File: config.mk
export PLATFORM = sky130hd
export DESIGN_NAME = tp_cfg_slave
export DESIGN_NICKNAME = d
export VERILOG_FILES = /design/src/rtl/tp_pkg.sv /design/src/rtl/tp_sync.sv /design/src/rtl/tp_strobe_dec.sv /design/src/rtl/tp_reg_bank.sv /design/src/rtl/tp_cfg_slave.sv
export SDC_FILE = /design/constraint.sdc
export NUM_CORES = 1
export LEC_CHECK = 0
export ABC_CLOCK_PERIOD_IN_PS = 4400
export BUFFER_PORTS_ARGS = -buffer_cell sky130_fd_sc_hd__buf_2
export CELL_PAD_IN_SITES_DETAIL_PLACEMENT = 0
export CELL_PAD_IN_SITES_GLOBAL_PLACEMENT = 2
export CORE_MARGIN = 2
export CORE_UTILIZATION = 39
export CTS_BUF_LIST = sky130_fd_sc_hd__clkbuf_4
export DETAILED_ROUTE_END_ITERATION = 12
export GPL_TIMING_DRIVEN = 0
export PLACE_DENSITY = 0.95
export REMOVE_ABC_BUFFERS = 1
export SYNTH_ARGS = -nofsm -noshare
export SYNTH_HDL_FRONTEND = slang
export SYNTH_SLANG_ARGS = --single-unit
File: constraint.sdc
create_clock -name clk -period 4.4 [get_ports clk]
set_clock_uncertainty 0.05 [all_clocks]
set_input_delay 0.88 -clock clk [delete_from_list [all_inputs] [get_ports clk]]
set_output_delay 0.88 -clock clk [all_outputs]
set_load 0.02 [all_outputs]
File: src/rtl/tp_pkg.sv
// Package: shared widths and register codes for the test-port slave.
// Assumes at most four lanes; lane codes beyond index 3 map to 0x00.
package tp_pkg;
    localparam int BYTE_W      = 8;
    localparam int BAND_W      = 6;
    localparam int MAX_LANES   = 4;
    localparam logic [BYTE_W-1:0] CODE_NORMAL = 8'h00;
    localparam logic [BYTE_W-1:0] CODE_CKLANE = 8'h34;
    localparam logic [BYTE_W-1:0] CODE_SETTLE = 8'h75;

    // Maps a lane index to the code of its receiver control byte.
    function automatic logic [BYTE_W-1:0] lane_code(input int idx);
        case (idx)
            0:       lane_code = 8'h44;
            1:       lane_code = 8'h54;
            2:       lane_code = 8'h84;
            3:       lane_code = 8'h94;
            default: lane_code = 8'h00;
        endcase
    endfunction
endpackage

File: src/rtl/tp_sync.sv
// Module: multi-bit level synchronizer, STAGES flops deep.
// Assumes each bit is an independent slow level, so there is no coherence between bits.
module tp_sync #(
    parameter int WIDTH  = 2,
    parameter int STAGES = 2
) (
    input  logic             clk,
    input  logic             rst_n,
    input  logic [WIDTH-1:0] async_i,
    output logic [WIDTH-1:0] sync_o
);
    logic [WIDTH-1:0] chain_q [STAGES];

    // First stage samples the asynchronous input.
    always_ff @(posedge clk) begin
        if (!rst_n) chain_q[0] <= '0;
        else        chain_q[0] <= async_i;
    end

    for (genvar s = 1; s < STAGES; s++) begin : g_stage
        // Each later stage re-samples the stage before it.
        always_ff @(posedge clk) begin
            if (!rst_n) chain_q[s] <= '0;
            else        chain_q[s] <= chain_q[s-1];
        end
    end

    assign sync_o = chain_q[STAGES-1];
endmodule

File: src/rtl/tp_strobe_dec.sv
// Module: strobe edge decoder and code latch.
// Turns the synchronized strobe into a capture pulse (falling edge, enable high)
// and a write pulse (rising edge, enable low), and holds the latched code.
// Assumes the byte bus and the enable are stable while an edge is in flight.
module tp_strobe_dec
    import tp_pkg::*;
(
    input  logic              clk,
    input  logic              rst_n,
    input  logic              clr_i,
    input  logic              strobe_i,
    input  logic              en_i,
    input  logic [BYTE_W-1:0] din_i,
    output logic              wr_o,
    output logic [BYTE_W-1:0] code_o
);
    logic              strobe_d;
    logic              cap;
    logic [BYTE_W-1:0] code_q;

    // Keeps last cycle's strobe level for edge detection.
    always_ff @(posedge clk) begin
        if (!rst_n) strobe_d <= 1'b0;
        else        strobe_d <= strobe_i;
    end

    assign cap  = !strobe_i &&  strobe_d &&  en_i;
    assign wr_o =  strobe_i && !strobe_d && !en_i && !clr_i;

    // Loads the code on a capture pulse, and zeroes it on clear.
    always_ff @(posedge clk) begin
        if (!rst_n || clr_i) code_q <= '0;
        else if (cap)        code_q <= din_i;
    end

    assign code_o = code_q;

    a_r2_code_hold: assert property (@(posedge clk) disable iff (!rst_n)
        (!clr_i && !cap) |=> $stable(code_q));
    a_r11_single_write: assert property (@(posedge clk) disable iff (!rst_n)
        wr_o |=> !wr_o);
endmodule

File: src/rtl/tp_reg_bank.sv
// Module: register array for the test port.
// Holds the clock-lane byte, one byte per lane and the settle threshold.
// It decodes the write code and builds the read-back value.
// Assumes wr_i is a single-cycle pulse; clear has priority over a write.
module tp_reg_bank
    import tp_pkg::*;
#(
    parameter int NUM_LANES = 4
) (
    input  logic                        clk,
    input  logic                        rst_n,
    input  logic                        clr_i,
    input  logic                        wr_i,
    input  logic [BYTE_W-1:0]           code_i,
    input  logic [BYTE_W-1:0]           data_i,
    output logic [BYTE_W-1:0]           rdata_o,
    output logic [BYTE_W-1:0]           cklane_o,
    output logic [NUM_LANES*BAND_W-1:0] band_o,
    output logic [BYTE_W-1:0]           settle_o
);
    logic [BYTE_W-1:0] cklane_q;
    logic [BYTE_W-1:0] settle_q;
    logic [BYTE_W-1:0] lane_q [NUM_LANES];

    // Clock-lane control byte.
    always_ff @(posedge clk) begin
        if (!rst_n || clr_i)                    cklane_q <= '0;
        else if (wr_i && code_i == CODE_CKLANE) cklane_q <= data_i;
    end

    // Settle-count threshold byte.
    always_ff @(posedge clk) begin
        if (!rst_n || clr_i)                    settle_q <= '0;
        else if (wr_i && code_i == CODE_SETTLE) settle_q <= data_i;
    end

    for (genvar l = 0; l < NUM_LANES; l++) begin : g_lane
        localparam logic [BYTE_W-1:0] MY_CODE = lane_code(l);
        // Per-lane receiver control byte.
        always_ff @(posedge clk) begin
            if (!rst_n || clr_i)                lane_q[l] <= '0;
            else if (wr_i && code_i == MY_CODE) lane_q[l] <= data_i;
        end
        assign band_o[l*BAND_W +: BAND_W] = lane_q[l][BAND_W:1];
    end

    // Read-back multiplexer: zero for any code without a register.
    always_comb begin
        rdata_o = '0;
        if (code_i == CODE_CKLANE) rdata_o = cklane_q;
        if (code_i == CODE_SETTLE) rdata_o = settle_q;
        for (int l = 0; l < NUM_LANES; l++) begin
            if (code_i == lane_code(l)) rdata_o = lane_q[l];
        end
    end

    assign cklane_o = cklane_q;
    assign settle_o = settle_q;

    a_r4_hold_without_write: assert property (@(posedge clk) disable iff (!rst_n)
        (!clr_i && !wr_i) |=> ($stable(cklane_q) && $stable(settle_q)));
    a_r7_settle_write: assert property (@(posedge clk) disable iff (!rst_n)
        (!clr_i && wr_i && code_i == CODE_SETTLE) |=> (settle_q == $past(data_i)));
    a_r9_clear_zeroes: assert property (@(posedge clk) disable iff (!rst_n)
        clr_i |=> (cklane_q == '0 && settle_q == '0));
endmodule

File: src/rtl/tp_cfg_slave.sv
// Module: top of the PHY test-port register slave.
// Synchronizes the strobe and clear lines and decodes strobe edges into
// code captures and writes. It drives the control outputs from the register bank.
// Assumes 1 <= NUM_LANES <= 4 and SYNC_STAGES >= 2.
module tp_cfg_slave
    import tp_pkg::*;
#(
    parameter int NUM_LANES   = 4,
    parameter int SYNC_STAGES = 2
) (
    input  logic                        clk,
    input  logic                        rst_n,
    input  logic [7:0]                  tp_din,
    input  logic                        tp_en,
    input  logic                        tp_clk,
    input  logic                        tp_clr,
    output logic [7:0]                  tp_dout,
    output logic [7:0]                  clk_lane_ctl,
    output logic [NUM_LANES*6-1:0]      lane_band,
    output logic [7:0]                  settle_thr,
    output logic                        normal_mode
);
    logic [1:0]        sync_lv;
    logic              wr;
    logic [BYTE_W-1:0] code;

    tp_sync #(.WIDTH(2), .STAGES(SYNC_STAGES)) u_sync (
        .clk     (clk),
        .rst_n   (rst_n),
        .async_i ({tp_clr, tp_clk}),
        .sync_o  (sync_lv)
    );

    tp_strobe_dec u_dec (
        .clk      (clk),
        .rst_n    (rst_n),
        .clr_i    (sync_lv[1]),
        .strobe_i (sync_lv[0]),
        .en_i     (tp_en),
        .din_i    (tp_din),
        .wr_o     (wr),
        .code_o   (code)
    );

    tp_reg_bank #(.NUM_LANES(NUM_LANES)) u_bank (
        .clk      (clk),
        .rst_n    (rst_n),
        .clr_i    (sync_lv[1]),
        .wr_i     (wr),
        .code_i   (code),
        .data_i   (tp_din),
        .rdata_o  (tp_dout),
        .cklane_o (clk_lane_ctl),
        .band_o   (lane_band),
        .settle_o (settle_thr)
    );

    assign normal_mode = (code == CODE_NORMAL);

    a_r9_clear_code: assert property (@(posedge clk) disable iff (!rst_n)
        sync_lv[1] |=> normal_mode);
endmodule

==> results of run 1 <==
==> power by group through the flow <==
stage	Clock, mW	Sequential (mW)	Combinational (mW)
after detailed placement	0	0.637	0.0661
after floorplan	0	0.648	0.0207
after global routing	0.537	0.626	0.0699
after global placement	0	0.636	0.0653
after CTS	0.510	0.624	0.0663
final	0.501	0.623	0.0655
==> per-stage QoR <==
step	cell area [µm²]	total power [mW]
after floorplan	2835	0.6683
after global placement	3268	0.7011
after detailed placement	3268	0.7029
after CTS	3450	1.200
after global routing	3450	1.233
final	3450	1.190
==> synthesized netlist by cell type <==
| library cell | n | area share, % |
|---|---|---|
| a221o_1 | 4 | 1.3 |
| nor4b_1 | 1 | 0.29 |
| a22o_1 | 8 | 2.3 |
| and3b_1 | 1 | 0.29 |
| or4_1 | 1 | 0.25 |
| nand4bb_1 | 2 | 0.74 |
| a21oi_1 | 4 | 0.65 |
| clkbuf_1 | 10 | 1.2 |
| a21boi_1 | 1 | 0.25 |
| edfxtp_1 | 32 | 31 |
| nand2_1 | 3 | 0.37 |
| nand4_1 | 5 | 1.0 |
| and4bb_1 | 1 | 0.41 |
| a22oi_1 | 8 | 2.0 |
| nand4b_1 | 1 | 0.29 |
| o22ai_1 | 8 | 1.6 |
| nor2b_1 | 3 | 0.61 |
| nor2_1 | 36 | 4.4 |
| nand3b_1 | 1 | 0.25 |
| or4b_4 | 1 | 0.45 |
| and3_1 | 1 | 0.20 |
| o21ai_0 | 18 | 2.9 |
| mux2i_1 | 26 | 8.5 |
| nor3b_2 | 1 | 0.41 |
| and4bb_2 | 1 | 0.41 |
| nand3_1 | 3 | 0.49 |
| or3_1 | 2 | 0.41 |
| nor4_1 | 1 | 0.20 |
| nor4_4 | 1 | 0.69 |
| buf_4 | 24 | 5.9 |
| nor3_1 | 2 | 0.33 |
| dfxtp_1 | 29 | 19 |
| nand2b_1 | 4 | 0.82 |
| o22a_1 | 2 | 0.57 |
| a2bb2oi_1 | 2 | 0.57 |
| inv_1 | 4 | 0.49 |
| buf_2 | 2 | 0.33 |
| and2_1 | 38 | 7.8 |
==> cell type report <==
type | count | area (µm²)
clock inverter | 5 | 98.84
sequential | 61 | 1541
multi-input combinational | 191 | 1279
tap | 102 | 127.6
timing repair buffer | 61 | 305.3
inverter | 4 | 15.01
clock buffer | 11 | 82.58
fill | 772 | 4238
==> critical path, cell delays in order (launching register included) <==
cell and delay (ps):
dfxtp_1 400, nor3_1 960, nand4b_1 530, o22ai_1 320, a2bb2oi_1 180, buf_2 180
==> layer usage <==
metal	track usage (%)	vias up	part of all wire, %
li1	-	1117	-
met1	24.42	1062	45
met2	27.80	89	45
met3	4.801	13	7.2
met4	6.618	0	2.0
met5	0	-	0
==> kinds of logic (layout without fill, tap and decap cells) <==
group / count (synthesis) / in the layout / synth area share (%)
compound gates: 55 / 55 / 12.17
buf+inv: 40 / 81 / 7.925
flops: 61 / 61 / 50.33
mux: 26 / 26 / 8.497
simple gates: 110 / 110 / 21.08
==> registers in the layout, summed over array words and instances (netlist names) <==
register         cells
u_sync.chain_q       4
u_bank.cklane_o      8
u_dec.strobe_d       1
u_bank.lane_q       32
u_bank.settle_o      8
u_dec.code_o         8
==> worst min-delay path by stage <==
stage                               from              endpoint  slack (ps)  cells past startpoint
floorplan           u_sync.chain_q[0][0]  u_sync.chain_q[1][0]         360                      1
global placement    u_sync.chain_q[0][1]  u_sync.chain_q[1][1]         370                      1
detailed placement  u_sync.chain_q[0][0]  u_sync.chain_q[1][0]         370                      1
CTS                 u_sync.chain_q[0][0]  u_sync.chain_q[1][0]         390                      1
global route        u_sync.chain_q[0][0]  u_sync.chain_q[1][0]         430                      1
finish              u_sync.chain_q[0][0]  u_sync.chain_q[1][0]         390                      1
==> flow_summary.json, run 1 <==
{
  "netlist_area_mm2": 0.003063,
  "fin_cells": 435,
  "finalHoldViolCount": 0,
  "ff2ff_setup_slack_ps": 1460,
  "num_antenna_cells": 0,
  "cts_buffers": 9,
  "cts_tree": "done",
  "arrival_ps": 2960,
  "slew_viol_final": 0,
  "rsz0062_at_grt": "no",
  "hold_buffers": 0,
  "area_growth_pct": 12.62,
  "power_frac_seq_pct": 52.4,
  "ios": 62,
  "layout_setup_ws_ps": 506.9,
  "critPathLaunch": "u_dec.code_o[1]",
  "p_int_mw": 0.9303,
  "status": "completed",
  "cts_sinks": 61,
  "clk_pin_slew_worst_paths_ps": 100,
  "maxCapViolations": 0,
  "dp_cells": 419,
  "core-area_mm2": 0.007687,
  "grt_remaining_overflow": 0,
  "cts_resized": 0,
  "relSlewSlack_pct": 14.07,
  "min_period_over_period_pct": 88.48,
  "setup_viol": 0,
  "critPathCapture": "tp_dout[5]",
  "startpoint_type": "flop",
  "layout.nets": 341,
  "layout_common_cells": "buf_2 (61), and2_1 (38), nor2_1 (36)",
  "peakVddDrop_mv": 0.1659,
  "tns_ps": 0,
  "antenna_found_initial": 0,
  "die-area_mm2": 0.008578,
  "num_vias": 2281,
  "drt-initial-drc-count": 191,
  "synth.ff_latch_count": 61,
  "cp.required_ps": 3470,
  "grt_pass1_vias": 2138,
  "end_kind": "primary output",
  "worst_pin_slew_ps": 1276,
  "via_per_inst": 5.244,
  "gp_congestion": 0.8399,
  "p_sw_mw": 0.2594,
  "fin_crit_ps": 3893,
  "final_util_pct": 44.87,
  "cts_buffer_depth": 2,
  "r2r-end": "u_bank.lane_q[0][12]",
  "ant_nets": 0,
  "place_ws_ps": 918.0,
  "rows": 32,
  "grt_max_degree": 25,
  "cp_max_fo": 11,
  "postCtsSetupRepairBufs": 0,
  "r2r-start": "u_dec.code_o[1]",
  "cts-root-buf": "clkbuf_4",
  "drc": 0,
  "synth.yosys.seq_area_share_pct": 50.33,
  "drive_gt1_share_pct": 24.02,
  "grt_pass1_wl_um": 11500,
  "crit_type": "reg -> out",
  "clk_latency_ps": 400,
  "leakagePower_nw": 1.478,
  "first_pass_iters": 5,
  "start_util_pct": 39.84,
  "fmax_mhz": 256.9,
  "power-per-cell-area_mw_per_mm2": 344.9,
  "grt_usage_pct": 18.03,
  "die_w_um": 92.62,
  "die_y_um": 92.62,
  "syn_area_per_cell_um2": 10.49,
  "power_frac_clock_pct": 42.1,
  "worst_hold_slack_ps": 391.4,
  "final_common_cell": "buf_2",
  "min_path_type": "reg -> reg",
  "routedWlPerCell_um": 17.29,
  "htreeDepth": 3,
  "postSynthCellCount": 292,
  "p_sw_share_pct": 21.81,
  "routed_wl_um": 7523,
  "port_buffers": 61,
  "ys_types": 38,
  "dp_hpwl_um": 5445,
  "combPwrFrac_pct": 5.5,
  "reg2reg_depth": 3,
  "ys_warn_count": 0
}
(Power assumes the default switching activity.)
==> run 2: changes to the inputs <==
Settings changed: CTS_CLUSTER_DIAMETER set to 80, RECOVER_POWER set to 25.
==> flow_summary.json, run 2 (synthesized netlist as in run 1, its figures left out) <==
{
  "status": "completed",
  "p_sw_share_pct": 21.80,
  "ant_nets": 0,
  "drive_gt1_share_pct": 17.12,
  "largest_reg_flops": 32,
  "die-area_mm2": 0.008578,
  "min_path_type": "reg -> reg",
  "dp_hpwl_um": 5445,
  "htreeDepth": 3,
  "path_cells": "nor3_1 -> nand4b_1 -> o22ai_1 -> a2bb2oi_1 -> buf_2",
  "cts-root-buf": "clkbuf_4",
  "start_util_pct": 39.84,
  "worst_pin_slew_ps": 1276,
  "relSlewSlack_pct": 14.04,
  "fin_cells": 435,
  "setup_viol": 0,
  "layout_common_cells": "buf_2 (38), and2_1 (37), nor2_1 (36)",
  "total_power_mw": 1.188,
  "power_frac_seq_pct": 52.5,
  "end_kind": "primary output",
  "num_antenna_cells": 0,
  "cp_slowest_stage_delay_ps": 970,
  "rsz0062_at_grt": "no",
  "final_common_cell": "buf_2",
  "slew_viol_final": 0,
  "layout.nets": 341,
  "finalHoldViolCount": 0,
  "cp_max_fo": 11,
  "grt_usage_pct": 18.03,
  "power-per-cell-area_mw_per_mm2": 347.4,
  "routed_wl_um": 7518,
  "cp_slowest_cell": "nor3_1",
  "peakVddDrop_mv": 0.1667,
  "grt_pass1_vias": 2138,
  "die_y_um": 92.62,
  "postCtsSetupRepairBufs": 0,
  "min_period_over_period_pct": 88.66,
  "drt-initial-drc-count": 176,
  "hold_buffers": 0,
  "cts_buffer_depth": 2,
  "maxCapViolations": 0,
  "leakagePower_nw": 1.385,
  "grt_remaining_overflow": 0,
  "p_int_mw": 0.9293,
  "p_sw_mw": 0.2590,
  "startpoint_type": "flop",
  "crit_type": "reg -> out",
  "final_util_pct": 44.50,
  "num_vias": 2267,
  "cts_sinks": 61,
  "worst_hold_slack_ps": 391.4,
  "grt_pass1_wl_um": 11500,
  "gp_congestion": 0.8399,
  "drc": 0,
  "clk_pin_slew_worst_paths_ps": 100,
  "via_per_inst": 5.211,
  "power_frac_clock_pct": 42.1,
  "cts_resized": 0,
  "rows": 32,
  "first_pass_iters": 4,
  "ios": 62,
  "fin_crit_ps": 3901,
  "regMostFlops": "u_bank.lane_q",
  "dp_cells": 419,
  "fmax_mhz": 256.3,
  "antenna_found_initial": 0,
  "routedWlPerCell_um": 17.28,
  "filler_cell_count": 779,
  "tns_ps": 0,
  "die_w_um": 92.62,
  "cts_tree": "done",
  "clk_latency_ps": 400,
  "grt_max_degree": 25,
  "combPwrFrac_pct": 5.4,
  "cp.required_ps": 3470,
  "area_growth_pct": 11.68,
  "cts_buffers": 9,
  "core-area_mm2": 0.007687,
  "port_buffers": 61,
  "arrival_ps": 2970
}
## run 2: changes by cell type in the layout (fill, tap and decap cells not counted), sizes merged
cell,previous run,this run
buf,61,38
clkbuf,11,34
## run 2: final cells by class
cell class	instances	area, µm²	area share, %
clock inverter	5	98.84	2.890
tap	102	127.6	3.731
timing repair buffer	61	276.5	8.083
sequential	61	1541	45.06
inverter	4	15.01	0.4389
clock buffer	11	82.58	2.414
multi-input combinational	191	1279	37.38
## run 2: routing by layer
| metal | global-route usage (%) | part of all wire (%) |
|---|---|---|
| met2 | 27.80 | 46 |
| met5 | 0 | 0 |
| met1 | 24.42 | 46 |
| met4 | 6.618 | 2.0 |
| met3 | 4.801 | 6.2 |
## run 2: path summary, 6_finish.rpt
| check | startpoint | endpoint | slack (ps) | depth (start not counted) |
|---|---|---|---|---|
| max | u_dec.code_o[1] | tp_dout[5] | 500 | 5 |
| min | u_sync.chain_q[0][0] | u_sync.chain_q[1][0] | 390 | 1 |
| max reg2reg | u_dec.code_o[1] | u_bank.lane_q[0][12] | 1460 | 3 |
| min reg2reg | u_sync.chain_q[0][0] | u_sync.chain_q[1][0] | 390 | 1 |
## run 2: critical path, delay by kind of cell, from the launching register on
family                 cells  cell delay [ps]
AO/OA/AOI/OAI              2              500
buffers and inverters      1              180
flip-flops                 1              400
AND/OR/NAND/NOR            2             1500
## run 2: stage by stage
stage               worst slack [ps]  instance area, µm²
CTS                            468.6                3450
floorplan                       1551                2835
global placement                1014                3268
finish                         499.0                3421
global route                   199.1                3421
detailed placement             918.0                3268
## run 2: power groups by stage
stage | sequential (mW) | combinational (mW) | clock (mW)
after floorplan | 0.648 | 0.0207 | 0
after global placement | 0.636 | 0.0653 | 0
after detailed placement | 0.637 | 0.0661 | 0
after CTS | 0.624 | 0.0663 | 0.510
after global routing | 0.626 | 0.0689 | 0.537
final | 0.624 | 0.0642 | 0.500
==> run 3: changes to the inputs <==
Settings changed: CORE_ASPECT_RATIO set to 1.4.
==> flow_summary.json, run 3 (synthesized netlist as in run 1, its figures left out) <==
{
  "status": "completed",
  "hold_path_end": "u_sync.chain_q[1][1]",
  "total_power_mw": 1.186,
  "cts_sinks": 61,
  "ios": 62,
  "cts_buffers": 9,
  "grt_max_degree": 25,
  "grt_pass1_wl_um": 11430,
  "cp_max_fo": 11,
  "cp_slowest_cell": "nor3_1",
  "tns_ps": 0,
  "final_util_pct": 44.38,
  "first_pass_iters": 4,
  "cts_resized": 0,
  "largest_reg_flops": 32,
  "cts_buffer_depth": 2,
  "routed_wl_um": 7358,
  "end_kind": "primary output",
  "layout_setup_ws_ps": 446.6,
  "ant_nets": 0,
  "drive_gt1_share_pct": 17.12,
  "drc": 0,
  "r2r-start": "u_dec.code_o[1]",
  "min_from": "u_sync.chain_q[0][1]",
  "area_growth_pct": 11.60,
  "peakVddDrop_mv": 0.1221,
  "rsz0062_at_grt": "no",
  "grt_remaining_overflow": 0,
  "hold_buffers": 0,
  "layout.nets": 341,
  "die_y_um": 108.9,
  "die_w_um": 78.90,
  "min_path_cells": 1,
  "die-area_mm2": 0.008589,
  "reg2reg_depth": 3,
  "place_ws_ps": 917.3,
  "min_period_over_period_pct": 89.85,
  "power-per-cell-area_mw_per_mm2": 346.9,
  "port_buffers": 61,
  "dp_hpwl_um": 5442,
  "startpoint_type": "flop",
  "cts-root-buf": "clkbuf_4",
  "maxCapViolations": 0,
  "ff2ff_setup_slack_ps": 1350,
  "path_cells": "nor3_1 -> nand4b_1 -> o22ai_1 -> a2bb2oi_1 -> buf_2",
  "rows": 38,
  "cp_slowest_stage_delay_ps": 950,
  "fmax_mhz": 252.9,
  "regMostFlops": "u_bank.lane_q",
  "layout_common_cells": "buf_2 (38), nor2_1 (36), and2_1 (35)",
  "grt_usage_pct": 17.88,
  "final_common_cell": "buf_2",
  "via_per_inst": 5.321,
  "min_path_type": "reg -> reg",
  "finalHoldViolCount": 0,
  "fin_cells": 433,
  "antenna_found_initial": 0,
  "core-area_mm2": 0.007702,
  "relSlewSlack_pct": 11.92,
  "cts_tree": "done",
  "grt_pass1_vias": 2242,
  "crit_type": "reg -> out",
  "worst_pin_slew_ps": 1307,
  "drt-initial-drc-count": 123,
  "clk_latency_ps": 400,
  "fin_crit_ps": 3953,
  "r2r-end": "u_bank.lane_q[1][8]",
  "multiInputGateArea_mm2": 0.001279,
  "postCtsSetupRepairBufs": 0,
  "clk_pin_slew_worst_paths_ps": 90,
  "routedWlPerCell_um": 16.99,
  "slew_viol_final": 0,
  "arrival_ps": 3020,
  "seqCellArea_mm2": 0.001541,
  "leakagePower_nw": 1.384,
  "htreeDepth": 3,
  "cp.required_ps": 3470,
  "dp_cells": 417,
  "num_vias": 2304,
  "num_antenna_cells": 0,
  "filler_cell_count": 787,
  "setup_viol": 0,
  "gp_congestion": 0.8436,
  "start_util_pct": 39.77
}
run 3: changes by cell type in the layout (fill, tap and decap cells not counted):
cell     delta
and2_0      +2
and2_1      -2
o21ai_0     -1
o21ai_1     +1
run 3: critical path, delay by kind of cell, from the launching register on:
kind	cells	cell delay, ps
flip-flops	1	410
AND/OR/NAND/NOR	2	1540
buffers and inverters	1	180
AO/OA/AOI/OAI	2	490
run 3: layer usage:
layer  vias up  wire [µm]  global-route usage (%)
li1       1117          -                       -
met1      1092       3044                   20.76
met2        76       3715                   31.44
met3        19        331                   2.980
met4         0        266                   9.483
met5         -          0                       0
run 3: per-stage QoR:
| step | area (µm²) | hold WS, ps |
|---|---|---|
| 2_1_floorplan | 2835 | 361.8 |
| 3_3_place_gp | 3266 | 365.6 |
| 4_1_cts | 3447 | 408.5 |
| 3_5_place_dp | 3266 | 383.0 |
| 6_report | 3418 | 402.3 |
| 5_1_grt | 3418 | 440.8 |
run 3: worst max path at each step:
stage                             to             from  cells after the start  slack [ps]
after floorplan           tp_dout[2]  u_dec.code_o[1]                      4        1550
after global placement    tp_dout[2]  u_dec.code_o[1]                      5         910
after detailed placement  tp_dout[5]  u_dec.code_o[1]                      5         920
after CTS                 tp_dout[5]  u_dec.code_o[1]                      5         470
after global routing      tp_dout[5]  u_dec.code_o[1]                      5         200
final                     tp_dout[5]  u_dec.code_o[1]                      5         450
run 3: cell type report:
class                   count  area share (%)
clock buffers              11           2.416
clock inverters             5           2.892
inverters                   4          0.4392
multi-input cells         191           37.41
flip-flops and latches     61           45.10
well taps                 100           3.660
repair buffers             61           8.089
run 3: power by group:
group	internal, mW	switching (mW)	total [mW]
Sequential	0.614	0.0100	0.624
Combinational	0.0172	0.0465	0.0637
Clock	0.298	0.200	0.498
